**src/rtl/regtimer_pkg.sv**
```systemverilog
package regtimer_pkg;

  typedef enum logic [2:0] {
    OFF_LOAD   = 3'd0,
    OFF_VALUE  = 3'd1,
    OFF_CTRL   = 3'd2,
    OFF_ICLR   = 3'd3,
    OFF_RAW    = 3'd4,
    OFF_MASKED = 3'd5,
    OFF_BGLOAD = 3'd6,
    OFF_PAD    = 3'd7
  } reg_off_e;

  typedef struct packed {
    logic       run;
    logic       periodic;
    logic       irq_en;
    logic [1:0] div_sel;
    logic       wide;
    logic       single;
  } ctrl_t;

  localparam ctrl_t CTRL_RESET = '0;

endpackage

```
**src/rtl/regtimer_prescale.sv**
```systemverilog
module regtimer_prescale #(
  parameter int MID_LOG2 = 4,
  parameter int HI_LOG2  = 8
) (
  input  logic       clk,
  input  logic       rst_n,
  input  logic       run,
  input  logic       restart,
  input  logic [1:0] div_sel,
  output logic       tick
);
  localparam int PW = HI_LOG2;
  localparam logic [PW-1:0] LIM_MID = PW'((1 << MID_LOG2) - 1);
  localparam logic [PW-1:0] LIM_HI  = PW'((1 << HI_LOG2) - 1);

  logic [PW-1:0] pcnt;
  logic [PW-1:0] limit;

  always_comb begin
    unique case (div_sel)
      2'b00:   limit = '0;
      2'b01:   limit = LIM_MID;
      default: limit = LIM_HI;
    endcase
  end

  assign tick = run && (pcnt == limit);

  always_ff @(posedge clk or negedge rst_n) begin
    if (!rst_n)                  pcnt <= '0;
    else if (!run || restart)    pcnt <= '0;
    else if (tick)               pcnt <= '0;
    else                         pcnt <= pcnt + 1'b1;
  end

  p_tick_needs_run_r3: assert property (@(posedge clk) disable iff (!rst_n)
    !run |=> (pcnt == '0));

endmodule

```
**src/rtl/regtimer_count.sv**
```systemverilog
module regtimer_count #(
  parameter int DATA_W   = 32,
  parameter int NARROW_W = 16
) (
  input  logic              clk,
  input  logic              rst_n,
  input  logic              tick,
  input  logic              wide,
  input  logic              periodic,
  input  logic              single,
  input  logic              load_we,
  input  logic [DATA_W-1:0] load_val,
  input  logic [DATA_W-1:0] reload,
  output logic [DATA_W-1:0] value,
  output logic              event_o
);
  localparam logic [DATA_W-1:0] NARROW_MASK =
    {{(DATA_W-NARROW_W){1'b0}}, {NARROW_W{1'b1}}};

  logic [DATA_W-1:0] cnt_q;
  logic [DATA_W-1:0] mask;
  logic [DATA_W-1:0] cur;
  logic [DATA_W-1:0] at_zero;

  assign mask  = wide ? {DATA_W{1'b1}} : NARROW_MASK;
  assign cur   = cnt_q & mask;
  assign value = cur;
  assign event_o = tick && !load_we && (cur == DATA_W'(1));

  always_comb begin
    if (single)        at_zero = '0;
    else if (periodic) at_zero = reload & mask;
    else               at_zero = mask;
  end

  always_ff @(posedge clk or negedge rst_n) begin
    if (!rst_n)            cnt_q <= NARROW_MASK;
    else if (load_we)      cnt_q <= load_val & mask;
    else if (tick) begin
      if (cur == '0)       cnt_q <= at_zero;
      else                 cnt_q <= cur - 1'b1;
    end
  end

  p_load_takes_r2: assert property (@(posedge clk) disable iff (!rst_n)
    load_we |=> cnt_q == ($past(load_val) & $past(mask)));

  p_hold_no_tick_r3: assert property (@(posedge clk) disable iff (!rst_n)
    (!tick && !load_we) |=> $stable(cnt_q));

  p_oneshot_stays_r7: assert property (@(posedge clk) disable iff (!rst_n)
    (single && cur == '0 && !load_we) |=> cnt_q == '0);

  p_free_wrap_r5: assert property (@(posedge clk) disable iff (!rst_n)
    (tick && !load_we && cur == '0 && !single && !periodic) |=> cnt_q == $past(mask));

endmodule

```
**src/rtl/regtimer_irq.sv**
```systemverilog
module regtimer_irq (
  input  logic clk,
  input  logic rst_n,
  input  logic event_i,
  input  logic clear_we,
  input  logic irq_en,
  output logic raw,
  output logic masked
);
  always_ff @(posedge clk or negedge rst_n) begin
    if (!rst_n)        raw <= 1'b0;
    else if (event_i)  raw <= 1'b1;
    else if (clear_we) raw <= 1'b0;
  end

  assign masked = raw & irq_en;

  p_event_sets_r8: assert property (@(posedge clk) disable iff (!rst_n)
    event_i |=> raw);

  p_clear_drops_r8: assert property (@(posedge clk) disable iff (!rst_n)
    (clear_we && !event_i) |=> !raw);

endmodule

```
**src/rtl/regtimer_top.sv**
```systemverilog
module regtimer_top #(
  parameter int DATA_W   = 32,
  parameter int NARROW_W = 16,
  parameter int ADDR_W   = 3,
  parameter int MID_LOG2 = 4,
  parameter int HI_LOG2  = 8
) (
  input  logic              clk,
  input  logic              rst_n,
  input  logic [ADDR_W-1:0] addr,
  input  logic              wr_en,
  input  logic [DATA_W-1:0] wr_data,
  input  logic              rd_en,
  output logic [DATA_W-1:0] rd_data,
  output logic              irq
);
  import regtimer_pkg::*;

  ctrl_t             ctrl_q;
  logic [DATA_W-1:0] reload_q;
  logic [DATA_W-1:0] value;
  logic              tick;
  logic              evt;
  logic              raw;
  logic              masked;
  logic              we_load, we_ctrl, we_clr, we_bg;

  assign we_load = wr_en && (addr == OFF_LOAD);
  assign we_ctrl = wr_en && (addr == OFF_CTRL);
  assign we_clr  = wr_en && (addr == OFF_ICLR);
  assign we_bg   = wr_en && (addr == OFF_BGLOAD);

  always_ff @(posedge clk or negedge rst_n) begin
    if (!rst_n) begin
      ctrl_q   <= CTRL_RESET;
      reload_q <= '0;
    end else begin
      if (we_ctrl) begin
        ctrl_q.run      <= wr_data[7];
        ctrl_q.periodic <= wr_data[6];
        ctrl_q.irq_en   <= wr_data[5];
        ctrl_q.div_sel  <= wr_data[3:2];
        ctrl_q.wide     <= wr_data[1];
        ctrl_q.single   <= wr_data[0];
      end
      if (we_load || we_bg) reload_q <= wr_data;
    end
  end

  regtimer_prescale #(.MID_LOG2(MID_LOG2), .HI_LOG2(HI_LOG2)) u_pre (
    .clk(clk), .rst_n(rst_n), .run(ctrl_q.run),
    .restart(we_load || we_ctrl), .div_sel(ctrl_q.div_sel), .tick(tick)
  );

  regtimer_count #(.DATA_W(DATA_W), .NARROW_W(NARROW_W)) u_cnt (
    .clk(clk), .rst_n(rst_n), .tick(tick), .wide(ctrl_q.wide),
    .periodic(ctrl_q.periodic), .single(ctrl_q.single),
    .load_we(we_load), .load_val(wr_data), .reload(reload_q),
    .value(value), .event_o(evt)
  );

  regtimer_irq u_irq (
    .clk(clk), .rst_n(rst_n), .event_i(evt), .clear_we(we_clr),
    .irq_en(ctrl_q.irq_en), .raw(raw), .masked(masked)
  );

  assign irq = masked;

  always_comb begin
    rd_data = '0;
    if (rd_en) begin
      unique case (addr)
        OFF_LOAD, OFF_BGLOAD: rd_data = reload_q;
        OFF_VALUE:            rd_data = value;
        OFF_CTRL:             rd_data = DATA_W'({ctrl_q.run, ctrl_q.periodic, ctrl_q.irq_en,
                                                 1'b0, ctrl_q.div_sel, ctrl_q.wide, ctrl_q.single});
        OFF_RAW:              rd_data = DATA_W'(raw);
        OFF_MASKED:           rd_data = DATA_W'(masked);
        default:              rd_data = '0;
      endcase
    end
  end

  p_irq_needs_enable_r9: assert property (@(posedge clk) disable iff (!rst_n)
    !ctrl_q.irq_en |-> !irq);

  p_bg_keeps_count_r2: assert property (@(posedge clk) disable iff (!rst_n)
    (we_bg && !tick) |=> $stable(value));

endmodule

```
**config.mk**
```make
export PLATFORM = sky130hd
export DESIGN_NAME = regtimer_top
export DESIGN_NICKNAME = d
export VERILOG_FILES = /design/src/rtl/regtimer_pkg.sv /design/src/rtl/regtimer_prescale.sv /design/src/rtl/regtimer_count.sv /design/src/rtl/regtimer_irq.sv /design/src/rtl/regtimer_top.sv
export SDC_FILE = /design/constraint.sdc
export NUM_CORES = 1
export LEC_CHECK = 0
export ABC_AREA = 1
export ABC_CLOCK_PERIOD_IN_PS = 1650
export BUFFER_PORTS_ARGS = -buffer_cell sky130_fd_sc_hd__buf_4
export CAP_MARGIN = 0
export CORE_AREA = 2 2 112 114
export CTS_CLUSTER_SIZE = 12
export DETAILED_ROUTE_END_ITERATION = 8
export DIE_AREA = 0 0 114 116
export GPL_ROUTABILITY_DRIVEN = 1
export HOLD_SLACK_MARGIN = 0.02
export MAX_ROUTING_LAYER = met4
export PLACE_DENSITY = 0.7
export SLEW_MARGIN = 10
export SYNTH_ARGS = -nofsm -noshare
export SYNTH_HDL_FRONTEND = slang
export SYNTH_SLANG_ARGS = --single-unit
export TNS_END_PERCENT = 30
```
**constraint.sdc**
```tcl
create_clock -name clk -period 1.65 [get_ports clk]
set_input_delay 0 -clock clk [delete_from_list [all_inputs] [get_ports clk]]
set_output_delay 0 -clock clk [all_outputs]
set_load 0.05 [all_outputs]
```
==> metrics.txt <==
Layout Skew 0.008203 ns; Slew @ Worst Pin 0.3897 ns; Worst-Skew Late Latency 0.35 ns; Post-Place Cells 1114; TritonCTS buffer count 9; Max VDD drop 836.9 µV; vias in the first global route 6262; crit path capture type flop; IO Port Bufs a little over 70; largest net degree at the start of global routing 41; Final Max Tran Viols 0; Max Cap Violations 0; DR vias/cell 5.349; Logic pwr share 54.0%; max frequency 542.5 MHz; TritonRoute pass-1 iters 5; count of cell types in the netlist 40; Synth Area per Inst 7.022 µm²; CTS Sinks 80; Syn Inst Count 838; P per Cell Area 1441 nW/µm²; Final ANT Viol Nets 0; Sw Ratio around 41%; first-pass GRT wire length 30310 µm; Detailed Place HPWL roughly 13000 µm; synthesized cell area 5884 µm²; IO Pins a little over 70; clk root buf clkbuf_16; worst endpoint required time 1.93 ns; Die Area 13220 µm²; Int Pwr 7105 µW; DRC viols 0; ANT cells 0; worst hold-check path type primary input to async pin; CP cell instances buf_12 > nand2_4 > nand2_4 > nor2_4 > nand2_4 > nor2_8 > nand2_8 > buf_4 > inv_1 > nand2_1 > nand3_1 > nand3_1; Syn Nets 880; clock share of power between 10% and 20%; Reg2Reg Depth 12; Seq cells post-synth 80; CP most frequent cell nand2_4; Final period util 111.7%; worst rel slew slack about three quarters; area grow syn2layout 43.27%; crit path time final 1.843 ns; Die Wd approximately 110 µm; Tot Pwr 12150 µW; CP peak stage delay 0.47 ns; GRT Util Overall between 30 and 40%; wire length per cell 15.80 µm; leading cell type in the layout, fill and taps excluded nand2_1; vias 6301; layout cells sized above 1 32.20%; Starting Density between 40% and 50%; RD Place Congestion 0.9321; Place WS -0.1764 ns; status complete, but fails checks; Core ar. 11910 µm²; final design utilization a little over two thirds; DR iter-0 viols 467; synth warn 0; post-synthesis sequential area ratio 34.36%; sw power about 5000 µW; worst-path fanout max 7; crit path DAT 2.12 ns; Die H 116 µm; failing checks negative setup slack; Nets 1068; final setup fails between 40 and 50; RR Endpoint u_cnt.cnt_q[1]$_DFFE_PN1P_; RSZ-0062 raised after global routing yes; Critical Path Start Type flop; Final Instance Area 8431 µm²; Routed WL between 15000 and 20000 µm; Setup CP Type flop to flop; fin worst setup slack -0.1933 ns; Final Hold Fails 0; initial antenna violation count 0; Max Root-Sink Buffers 2; reg-to-reg critical path startpoint ctrl_q[1]$_DFFE_PN0P_; leakage 0.004316 µW; H-Tree Depth 3; flop-to-flop setup slack -0.19 ns; grt total ovfl 0; clk slew on worst S/H paths about 0.060 ns; slowest CP cell dfrtp_2; most frequent cells in the layout nand2_1 (207), buf_4 (145), inv_1 (100), nor2_1 (90), nand3_1 (79); final std cells w/o fill 1178; CTS tree built; Post-DP Area approximately 7300 µm²; share of power burned in registers 27.4%; row count 40
==> power by group through the flow <==
stage               Sequential, µW  Clock (µW)  Combinational (µW)
floorplan                     3140           0                3540
global placement              3250           0                5720
detailed placement            3260           0                5750
CTS                           3250        2280                6120
global route                  3390        2350                7290
finish                        3330        2260                6560
==> flip-flops by register name (all words and copies together), names as in the netlist <==
signal / flops
u_pre.pcnt: 8
reload_q: 32
u_cnt.cnt_q: 32
ctrl_q: 7
u_irq.raw: 1
==> metal layers <==
layer	track usage, %	share of wire (%)	up-vias
met5	-	0	-
met4	11.87	1.7	0
met3	3.713	4.9	28
met2	47.18	47	184
met1	39.91	46	2985
li1	-	-	3104
==> worst max-delay path: cells and delay by family, from the launching register on <==
| family | cells | cell delay (ns) |
|---|---|---|
| flops | 1 | 0.47 |
| simple gates | 9 | 0.87 |
| buf+inv | 3 | 0.42 |
==> how the worst max path moves through the flow <==
| stage | startpoint | endpoint | slack, ns | cells after the start |
|---|---|---|---|---|
| final | ctrl_q[1]$_DFFE_PN0P_ | u_cnt.cnt_q[1]$_DFFE_PN1P_ | -0.19 | 12 |
| after global routing | ctrl_q[1]$_DFFE_PN0P_ | u_cnt.cnt_q[30]$_DFFE_PN0P_ | -0.28 | 12 |
| after CTS | ctrl_q[1]$_DFFE_PN0P_ | u_cnt.cnt_q[31]$_DFFE_PN0P_ | -0.13 | 11 |
| after detailed placement | ctrl_q[1]$_DFFE_PN0P_ | u_cnt.cnt_q[4]$_DFFE_PN1P_ | -0.18 | 10 |
| after global placement | ctrl_q[1]$_DFFE_PN0P_ | u_cnt.cnt_q[4]$_DFFE_PN1P_ | -0.13 | 10 |
| after floorplan | ctrl_q[0]$_DFFE_PN0P_ | rd_data[0] | -0.04 | 6 |
==> synth_stat cells (all sizes together) <==
| cell | n | area, µm² |
|---|---|---|
| a211oi | 1 | 7.510 |
| a21oi | 18 | 90.09 |
| a221oi | 1 | 8.760 |
| a22oi | 24 | 180.2 |
| a31oi | 1 | 6.260 |
| and2 | 1 | 6.260 |
| buf | 23 | 157.6 |
| clkbuf | 18 | 67.56 |
| clkinv | 1 | 3.750 |
| dfrtp | 64 | 1602 |
| dfstp | 16 | 420.4 |
| ha | 3 | 37.54 |
| inv | 107 | 401.6 |
| mux2 | 27 | 304.0 |
| nand2 | 236 | 968.4 |
| nand3 | 100 | 590.6 |
| nand4 | 3 | 18.77 |
| nor2 | 105 | 435.4 |
| nor3 | 2 | 10.01 |
| o2111ai | 15 | 131.4 |
| o211ai | 6 | 45.04 |
| o21ai | 47 | 239.0 |
| o21bai | 1 | 7.510 |
| o221ai | 1 | 8.760 |
| o22ai | 5 | 31.28 |
| xnor2 | 2 | 17.52 |
| xor2 | 10 | 87.58 |
==> timing repair <==
action,4_1_cts,5_1_grt
gates cloned,2,1
endpoints found under the hold margin,138,0
hold buffers,36,0
resized for setup,21,64
setup buffers,6,4
pin swaps,3,17
endpoints found under the setup margin,38,58
==> cell type report <==
cell class	count	area, µm²
flip-flops and latches	80	2024
clock buffers	14	274.0
repair buffers	218	2004
fillers	973	3481
clock inverters	2	60.06
inverters	108	411.6
multi-input cells	609	3472
well taps	147	183.9
==> cells by family after synthesis <==
| group | Yosys count | share of synthesized area [%] |
|---|---|---|
| AO/OA/AOI/OAI | 120 | 12.84 |
| XOR/XNOR | 12 | 1.786 |
| AND/OR/NAND/NOR | 447 | 34.49 |
| flip-flops | 80 | 34.36 |
| adder cells (fa/ha/maj) | 3 | 0.6380 |
| buffers and inverters | 149 | 10.72 |
| multiplexers | 27 | 5.167 |
==> per-stage QoR <==
stage / hold slack [ns] / TNS (ns)
floorplan: -0.2956 / -0.3794
global placement: -0.08893 / -2.935
detailed placement: -0.09114 / -3.981
CTS: 0.07975 / -3.140
global route: 0.1129 / -9.001
finish: 0.08139 / -5.399
Note: power is estimated with default switching activity, not from simulation.
